[src/rtl/otg_tmr_pkg.sv]
package otg_tmr_pkg;
  typedef struct packed {
    logic arm;
    logic disarm;
  } tmr_cmd_t;
endpackage

[src/rtl/otg_tmr_cmd_dec.sv]
module otg_tmr_cmd_dec
  import otg_tmr_pkg::*;
#(
  parameter int DATA_W = 32,
  parameter int EN_BIT = 31
) (
  input  logic              wr_en,
  input  logic [DATA_W-1:0] wr_data,
  output tmr_cmd_t          cmd
);
  always_comb begin
    cmd.arm    = wr_en &  wr_data[EN_BIT];
    cmd.disarm = wr_en & ~wr_data[EN_BIT];
  end
endmodule

[src/rtl/otg_tmr_count.sv]
module otg_tmr_count
  import otg_tmr_pkg::*;
#(
  parameter int CNT_W = 27
) (
  input  logic             clk,
  input  logic             rst_n,
  input  tmr_cmd_t         cmd,
  input  logic [CNT_W-1:0] load_val,
  output logic             expire
);
  localparam logic [CNT_W-1:0] ONE = CNT_W'(1);

  logic [CNT_W-1:0] remain_q;
  logic             run_q;

  // Last tick: the remaining count is one (or a zero load), and no write this edge
  always_comb
    expire = run_q & ~cmd.arm & ~cmd.disarm & (remain_q <= ONE);

  always_ff @(posedge clk) begin
    if (!rst_n) begin
      remain_q <= '0;
      run_q    <= 1'b0;
    end else if (cmd.arm) begin
      remain_q <= load_val;
      run_q    <= 1'b1;
    end else if (cmd.disarm) begin
      run_q    <= 1'b0;
    end else if (expire) begin
      run_q    <= 1'b0;
      remain_q <= '0;
    end else if (run_q) begin
      remain_q <= remain_q - ONE;
    end
  end
endmodule

[src/rtl/otg_tmr_value.sv]
module otg_tmr_value #(
  parameter int DATA_W = 32
) (
  input  logic              clk,
  input  logic              rst_n,
  input  logic              wr_en,
  input  logic [DATA_W-1:0] wr_data,
  input  logic              expire,
  output logic [DATA_W-1:0] value_q
);
  always_ff @(posedge clk) begin
    if (!rst_n)      value_q <= '0;
    else if (wr_en)  value_q <= wr_data;
    else if (expire) value_q <= '0;
  end
endmodule

[src/rtl/otg_timeout_timer.sv]
module otg_timeout_timer
  import otg_tmr_pkg::*;
#(
  parameter int DATA_W = 32,
  parameter int CNT_W  = 27,
  parameter int EN_BIT = 31
) (
  input  logic              clk,
  input  logic              rst_n,
  input  logic              wr_en,
  input  logic [DATA_W-1:0] wr_data,
  output logic [DATA_W-1:0] rd_data,
  output logic              timeout_pulse
);
  tmr_cmd_t cmd;
  logic     expire;
  logic     pulse_q;

  otg_tmr_cmd_dec #(.DATA_W(DATA_W), .EN_BIT(EN_BIT)) u_dec (
    .wr_en   (wr_en),
    .wr_data (wr_data),
    .cmd     (cmd)
  );

  otg_tmr_count #(.CNT_W(CNT_W)) u_cnt (
    .clk      (clk),
    .rst_n    (rst_n),
    .cmd      (cmd),
    .load_val (wr_data[CNT_W-1:0]),
    .expire   (expire)
  );

  otg_tmr_value #(.DATA_W(DATA_W)) u_val (
    .clk     (clk),
    .rst_n   (rst_n),
    .wr_en   (wr_en),
    .wr_data (wr_data),
    .expire  (expire),
    .value_q (rd_data)
  );

  always_ff @(posedge clk) begin
    if (!rst_n) pulse_q <= 1'b0;
    else        pulse_q <= expire;
  end

  assign timeout_pulse = pulse_q;
endmodule

[config.mk]
export PLATFORM = sky130hd
export DESIGN_NAME = otg_timeout_timer
export DESIGN_NICKNAME = d
export VERILOG_FILES = /design/src/rtl/otg_tmr_pkg.sv /design/src/rtl/otg_tmr_cmd_dec.sv /design/src/rtl/otg_tmr_count.sv /design/src/rtl/otg_tmr_value.sv /design/src/rtl/otg_timeout_timer.sv
export SDC_FILE = /design/constraint.sdc
export NUM_CORES = 1
export LEC_CHECK = 0
export ABC_CLOCK_PERIOD_IN_PS = 2800
export BUFFER_PORTS_ARGS = -buffer_cell sky130_fd_sc_hd__buf_2
export CORE_MARGIN = 5
export CORE_UTILIZATION = 30
export DETAILED_ROUTE_END_ITERATION = 8
export PLACE_DENSITY = 0.5
export SLEW_MARGIN = 20
export SYNTH_ARGS = -nofsm -noshare
export SYNTH_HDL_FRONTEND = slang
export SYNTH_SLANG_ARGS = --single-unit
[constraint.sdc]
create_clock -name clk -period 2.8 [get_ports clk]
set_clock_uncertainty 0.15 [all_clocks]
set_input_delay 0.42 -clock clk [delete_from_list [all_inputs] [get_ports clk]]
set_output_delay 0.42 -clock clk [all_outputs]
set_load 0.03 [all_outputs]
==> Implementation_results.wiki, run 1 <==
{| class="wikitable"
! Metric !! Value
|-
| Run status || complete, no violations
|-
| Total core area || 8810 µm²
|-
| Detailed Route WL || between 8 and 9 mm
|-
| Slew margin rel. || 56.7%
|-
| # resized after CTS || 0
|-
| Unrepaired setup endpoints after global routing || false
|-
| Count of port buffers added during placement || 67
|-
| Slew Limit Fails || 0
|-
| Tightest Pin Transition || 0.650 ns
|-
| Maximum vdd ir drop || between 0.0002 and 0.0003 V
|-
| Critical hold path startpoint || wr_data[7]
|-
| Required time of the worst setup path || 2.89 ns
|-
| Number of buffers on the longest clock path || 2
|-
| Number of warnings reported in the yosys synthesis log || 0
|-
| Ranking of synthesized cells by area || sky130_fd_sc_hd__dfxtp_1, sky130_fd_sc_hd__a22oi_1, sky130_fd_sc_hd__nor2_1
|-
| Post-detailed-placement cell area || around 3200 µm²
|-
| DRC violation total after the first TritonRoute iteration || around 160
|-
| Met3 wire length || roughly 440 µm
|-
| Category of the critical setup timing path || reg2reg
|-
| Vias in the first global route || 2493
|-
| Post-DR wirelength/cell || 16.3 µm
|-
| Wire length of the first global-routing pass || 13.1 mm
|-
| Cells on worst reg2reg path || 6
|-
| Post-synthesis async set-or-reset flop share || 0%
|-
| Startpoint of the lowest-slack register-to-register path || u_cnt.remain_q[19]$_SDFFE_PN0P_
|-
| Post-synthesis sequential area ratio || 44.6%
|-
| Hold buffers post-CTS || 0
|-
| TritonCTS Buffers || 9
|-
| Standard-cell rows || 34
|-
| Post-CTS setup-driven buffer insertion count || 0
|-
| Synthesized area per cell || 8.80 µm²
|-
| Tightest hold margin || 0.163 ns
|-
| Leak || between 1.5 and 2 nW
|-
| Share of final-layout standard cells stronger than drive strength 1 || a little over a quarter
|-
| Cell type with the highest aggregate area in the netlist || sky130_fd_sc_hd__dfxtp_1
|-
| Critical path data arrival time || 2.62 ns
|-
| GRT overflow || 0
|-
| Largest net degree at the start of global routing || 47
|-
| Clock root cell || sky130_fd_sc_hd__clkbuf_8
|-
| Classification of the worst-slack hold path || in2reg
|-
| Worst Setup SP || u_cnt.remain_q[19]$_SDFFE_PN0P_
|-
| Post-synthesis instance area || around 2700 µm²
|-
| Overall Global Routing Usage || between 10 and 15%
|-
| Total of max-cap violations || 0
|-
| Count of nets left with antenna violations after detail routing || 0
|-
| Post-synthesis sequential element count || slightly above 60
|-
| Post-DR vias/cell || 5.33
|-
| H-tree Lvls || 3
|-
| Distinct cell type count after synthesis || 44
|-
| DIE AREA || about 11000 µm²
|-
| DR top layer || met4
|-
| Top FF cell, synth || sky130_fd_sc_hd__dfxtp_1
|-
| Storage cell area || approximately 1200 µm²
|-
| Worst setup SP type || flip-flop
|-
| Filler cell count in the final layout || 931
|-
| Total power divided by cell area || 657 nW/µm²
|-
| Combined area of the multi-input logic cells || between 1000 and 1500 µm²
|-
| Final weighted congestion in routability-driven placement || approximately 0.83
|-
| Wire length on met1 || just under 4 mm
|-
| Syn Nets || 348
|-
| Antenna cells || 0
|-
| Min Clock Period, post-route || 2.53 ns
|-
| Post-synth top area share || around 45%
|-
| Design area || roughly 3400 µm²
|-
| Number of cells produced by synthesis || about 310
|-
| First-pass iteration count of the detailed router || 5
|-
| Post-synth EDFFs || 0
|-
| Vias || approximately 2700
|-
| Number of primary I/O pins || 68
|-
| Kind of end point of the critical path || flip-flop
|-
| Clock tree from TritonCTS || done
|-
| Clock sink count || 61
|-
| Synthesis-to-layout area growth || 25.9%
|-
| Initial cell density of the core || between 30% and 40%
|-
| Cells along the critical path || or4_4, or3_4, o31ai_4, buf_4, o21ai_1, a221o_1
|-
| Die span in y || about 110 µm
|-
| Final clock period utilization by the worst path || roughly 90%
|-
| Hold violation count in the final report || 0
|-
| Count of final setup violators || 0
|-
| Number of nets in the layout || 422
|-
| Clk Latency, worst-skew pair || around 0.34 ns
|-
| Hpwl dp || roughly 5.6 mm
|-
| Highest achievable clock rate || between 0.3 and 0.4 GHz
|-
| Clk slew on worst S/H paths || ~0.07 ns
|-
| Largest fanout on the critical path || 17
|-
| Number of DRC violations after detailed routing || 0
|-
| Number of cells traversed by the worst hold path || 3
|-
| Die extent in x || approximately 110 µm
|-
| Slowest cell on the critical path || sky130_fd_sc_hd__or4_4
|-
| Delay of the slowest cell on the worst path || just under 0.6 ns
|-
| Setup_tns || 0 ns
|-
| Met2 WL || about 3.6 mm
|-
| Number of antenna violations at the first check in global routing || 0
|}
-- state kept, by name, indices dropped and copies added, names as in the netlist --
register / count
u_cnt.remain_q: 27
u_cnt.run_q: 1
timeout_pulse: 1
u_val.value_q: 32
-- cell usage after synthesis (all sizes together), types with 2 or more instances --
cell type,number
dfxtp,61
a22oi,50
nor2,41
nand2,17
clkbuf,15
o21ai,15
o22ai,12
nand3,9
nor3,9
or3,9
nor4,8
buf,6
o31a,6
or4,6
xor2,6
a21o,5
inv,4
xnor2,4
o31ai,3
or2,3
a221o,2
and2,2
ha,2
nand4,2
-- area by class of cell --
type,count,area share (%)
clock inverters,3,1.24
well taps,108,3.92
multi-input cells,225,40.6
repair buffers,84,13.4
clock buffers,13,4.90
flip-flops and latches,61,35.5
inverters,4,0.436
-- layout by cell type (no fill, tap or decap), drive strengths merged, types with 2 or more instances in the layout --
cell type  count
or4            6
nor3           9
a21o           5
o21ai         15
nand4          2
xor2           6
ha             2
buf           84
or3            9
nand3          9
o22ai         12
nand2         17
dfxtp         61
a22oi         50
clkbuf        13
nor4           8
xnor2          4
o31a           6
and2           2
o31ai          3
a221o          2
or2            3
nor2          41
inv            4
-- critical path, delay by kind of cell, from the launching register on --
| kind | cells | cell delay, ns |
|---|---|---|
| flip-flops | 1 | 0.36 |
| AND/OR/NAND/NOR | 2 | 1.03 |
| AO/OA/AOI/OAI | 3 | 0.63 |
| buffers and inverters | 1 | 0.26 |
-- stage by stage --
| stage | std cells | total power [mW] | setup WS [ns] | utilization, % |
|---|---|---|---|---|
| after floorplan | 311 | 1.29 | 0.391 | - |
| after CTS | 498 | 2.29 | 0.265 | 39.1 |
| after detailed placement | 482 | 1.45 | 0.264 | 36.7 |
| final | 498 | 2.26 | 0.266 | 39.1 |
| after global routing | 498 | 2.40 | 0.164 | 39.1 |
| after global placement | 482 | 1.45 | 0.305 | 36.7 |
-- layer usage --
metal | vias up | GRT usage, %
met5 | - | 0
met4 | 0 | 6.11
met3 | 12 | 4.65
met2 | 71 | 21.6
met1 | 1253 | 20.5
li1 | 1320 | -
-- power breakdown --
| group | internal, mW | leakage, nW | switching [mW] | total, mW |
|---|---|---|---|---|
| registers | 0.921 | 0.501 | 0.0457 | 0.966 |
| clock network | 0.483 | 0.106 | 0.351 | 0.834 |
| logic | 0.183 | 0.894 | 0.281 | 0.464 |
-- final timing paths --
path,endpoint,slack (ns)
setup / recovery,u_cnt.remain_q[8]$_SDFFE_PN0P_,0.27
hold / removal,u_cnt.remain_q[7]$_SDFFE_PN0P_,0.16
setup reg to reg,u_cnt.remain_q[8]$_SDFFE_PN0P_,0.27
hold reg to reg,u_cnt.remain_q[6]$_SDFFE_PN0P_,0.32
-- cells by family after synthesis --
family / after synthesis / share of synthesized area (%)
flops: 61 / 44.6
simple gates: 112 / 20.3
compound gates: 101 / 26.7
fa+ha+maj: 2 / 0.914
buf+inv: 25 / 4.25
xor+xnor: 10 / 3.20
Power figures use the tool's default switching activity.
==> inputs of run 2 (changes only) <==
--- a/config.mk
+++ b/config.mk
@@ -5,7 +5,7 @@
 export SDC_FILE = /design/constraint.sdc
 export NUM_CORES = 1
 export LEC_CHECK = 0
-export ABC_CLOCK_PERIOD_IN_PS = 2800
+export ABC_CLOCK_PERIOD_IN_PS = 2850
 export BUFFER_PORTS_ARGS = -buffer_cell sky130_fd_sc_hd__buf_2
 export CORE_MARGIN = 5
 export CORE_UTILIZATION = 30
==> constraint.sdc (replaced) <==
create_clock -name clk -period 2.85 [get_ports clk]
set_clock_uncertainty 0.15 [all_clocks]
set_input_delay 0.4275 -clock clk [delete_from_list [all_inputs] [get_ports clk]]
set_output_delay 0.4275 -clock clk [all_outputs]
set_load 0.01 [all_outputs]
==> Implementation_results.wiki, run 2 (synthesis results as in run 1) <==
{| class="wikitable"
! Metric !! Value
|-
| Leak || between 1 and 1.5 nW
|-
| Count of port buffers added during placement || 67
|-
| Post-CTS setup-driven buffer insertion count || 0
|-
| Synthesis-to-layout area growth || 25.3%
|-
| Delay of the slowest cell on the worst path || between 0.5 and 0.6 ns
|-
| Number of antenna violations at the first check in global routing || 0
|-
| Post-DR wirelength/cell || ~16 µm
|-
| Highest-count cells in the layout ignoring fill and taps || sky130_fd_sc_hd__buf_2, sky130_fd_sc_hd__dfxtp_1, sky130_fd_sc_hd__a22oi_1
|-
| Hpwl dp || between 5 and 6 mm
|-
| Slew Limit Fails || 0
|-
| Maximum vdd ir drop || 0.000239 V
|-
| Standard-cell rows || 34
|-
| Final weighted congestion in routability-driven placement || roughly 0.80
|-
| Clock root cell || sky130_fd_sc_hd__clkbuf_8
|-
| First-pass iteration count of the detailed router || 5
|-
| Category of the critical setup timing path || reg2reg
|-
| Min Clock Period, post-route || around 2.5 ns
|-
| Number of primary I/O pins || approximately 70
|-
| Registers with the most flip-flops || u_val.value_q x32, u_cnt.remain_q x27
|-
| Run status || complete, no violations
|-
| Total of max-cap violations || 0
|-
| Setup_tns || 0 ns
|-
| Required time of the worst setup path || between 2 and 3 ns
|-
| TritonCTS Buffers || 9
|-
| Die span in y || 106 µm
|-
| Tightest Pin Transition || around 1.1 ns
|-
| Wire length of the first global-routing pass || roughly 13 mm
|-
| Vias || 2608
|-
| Antenna cells || 0
|-
| Post-detailed-placement cell area || 3240 µm²
|-
| Number of nets in the layout || 421
|-
| Post-DR vias/cell || approximately 5.2
|-
| Initial cell density of the core || between 30 and 40%
|-
| DIE AREA || about 11000 µm²
|-
| Count of nets left with antenna violations after detail routing || 0
|-
| Biggest register || u_val.value_q
|-
| Flip-flop count of the largest register after layout || 32
|-
| Final clock period utilization by the worst path || roughly nine tenths
|-
| Cells along the critical path || or4_4, or3_4, o31ai_4, buf_12, o21ai_1, a221o_1
|-
| Slowest cell on the critical path || sky130_fd_sc_hd__or4_4
|-
| GRT overflow || 0
|-
| H-tree Lvls || 3
|-
| Highest achievable clock rate || about 0.4 GHz
|-
| Clk slew on worst S/H paths || 0.07 ns
|-
| Number of buffers on the longest clock path || 2
|-
| Hold violation count in the final report || 0
|-
| Share of final-layout standard cells stronger than drive strength 1 || approximately 27%
|-
| Total core area || 8810 µm²
|-
| Overall Global Routing Usage || around 15%
|-
| Clock tree from TritonCTS || done
|-
| Classification of the worst-slack hold path || in2reg
|-
| Worst setup SP type || flip-flop
|-
| Clock sink count || a little over 60
|-
| DRC violation total after the first TritonRoute iteration || 134
|-
| Storage cell area || ~1200 µm²
|-
| Slew margin rel. || about a quarter
|-
| Filler cell count in the final layout || approximately 900
|-
| Total power divided by cell area || around 620 nW/µm²
|-
| Clk Latency, worst-skew pair || 0.34 ns
|-
| Most frequent standard cell in the layout excluding fill and tap cells || sky130_fd_sc_hd__buf_2
|-
| Largest fanout on the critical path || 34
|-
| # resized after CTS || 0
|-
| Unrepaired setup endpoints after global routing || false
|-
| Vias in the first global route || roughly 2500
|-
| Largest net degree at the start of global routing || 47
|-
| Number of DRC violations after detailed routing || 0
|-
| Hold buffers post-CTS || 0
|-
| Critical path data arrival time || roughly 2.6 ns
|-
| Design area || approximately 3400 µm²
|-
| Detailed Route WL || 8.14 mm
|-
| Kind of end point of the critical path || flip-flop
|-
| Combined area of the multi-input logic cells || ~1400 µm²
|-
| Count of final setup violators || 0
|-
| Die extent in x || 106 µm
|}
[run 2: changes by cell type in the layout (fill, tap and decap cells not counted)]
| cell | before | now |
|---|---|---|
| sky130_fd_sc_hd__clkbuf_8 | 12 | 9 |
| sky130_fd_sc_hd__clkinv_2 | 1 | 4 |
| sky130_fd_sc_hd__buf_4 | 17 | 15 |
| sky130_fd_sc_hd__buf_12 | 0 | 1 |
| sky130_fd_sc_hd__clkbuf_1 | 1 | 0 |
| sky130_fd_sc_hd__clkinv_4 | 0 | 1 |
[run 2: per-stage QoR]
step / power (mW) / instances / setup WS, ns / hold WS [ns] / utilization [%]
floorplan: 1.23 / 311 / 0.433 / 0.277 / -
global placement: 1.38 / 481 / 0.307 / 0.287 / 36.8
detailed placement: 1.39 / 481 / 0.210 / 0.292 / 36.8
CTS: 2.15 / 497 / 0.318 / 0.161 / 38.9
global route: 2.25 / 497 / 0.245 / 0.181 / 38.9
finish: 2.12 / 497 / 0.302 / 0.176 / 38.9
[run 2: final timing paths]
kind                            slack [ns]                              to  cells past startpoint                            start
worst max register to register        0.30  u_cnt.remain_q[8]$_SDFFE_PN0P_                      6  u_cnt.remain_q[19]$_SDFFE_PN0P_
worst min register to register        0.31  u_cnt.remain_q[6]$_SDFFE_PN0P_                      1   u_cnt.remain_q[6]$_SDFFE_PN0P_
worst max-delay path                  0.30  u_cnt.remain_q[8]$_SDFFE_PN0P_                      6  u_cnt.remain_q[19]$_SDFFE_PN0P_
worst min-delay path                  0.18  u_cnt.remain_q[7]$_SDFFE_PN0P_                      3                       wr_data[7]
[run 2: layer usage]
metal  share of wire (%)  GRT usage, %  vias up
met2                  45          22.8       58
met5                   0             0        -
li1                    -             -     1315
met1                  50          20.9     1231
met4                0.66          5.74        0
met3                 4.3          3.24        4
[run 2: critical path: cells and delay by family, from the launching register on]
family | cells | cell delay [ns]
AOI/OAI and AO/OA | 3 | 0.65
buffers and inverters | 1 | 0.23
DFF | 1 | 0.36
and+or+nand+nor | 2 | 1.03
[run 2: cell type report]
type	count	area share [%]
flip-flops and latches	61	35.6
clock inverters	7	1.93
repair buffers	83	13.6
well taps	108	3.94
inverters	4	0.438
multi-input cells	225	40.8
clock buffers	9	3.61
[run 2: where the power goes]
part | total (mW) | switching (mW) | internal (mW)
Clock | 0.757 | 0.358 | 0.399
Sequential | 0.949 | 0.0450 | 0.904
Combinational | 0.418 | 0.239 | 0.180
Total | 2.12 | 0.642 | 1.48
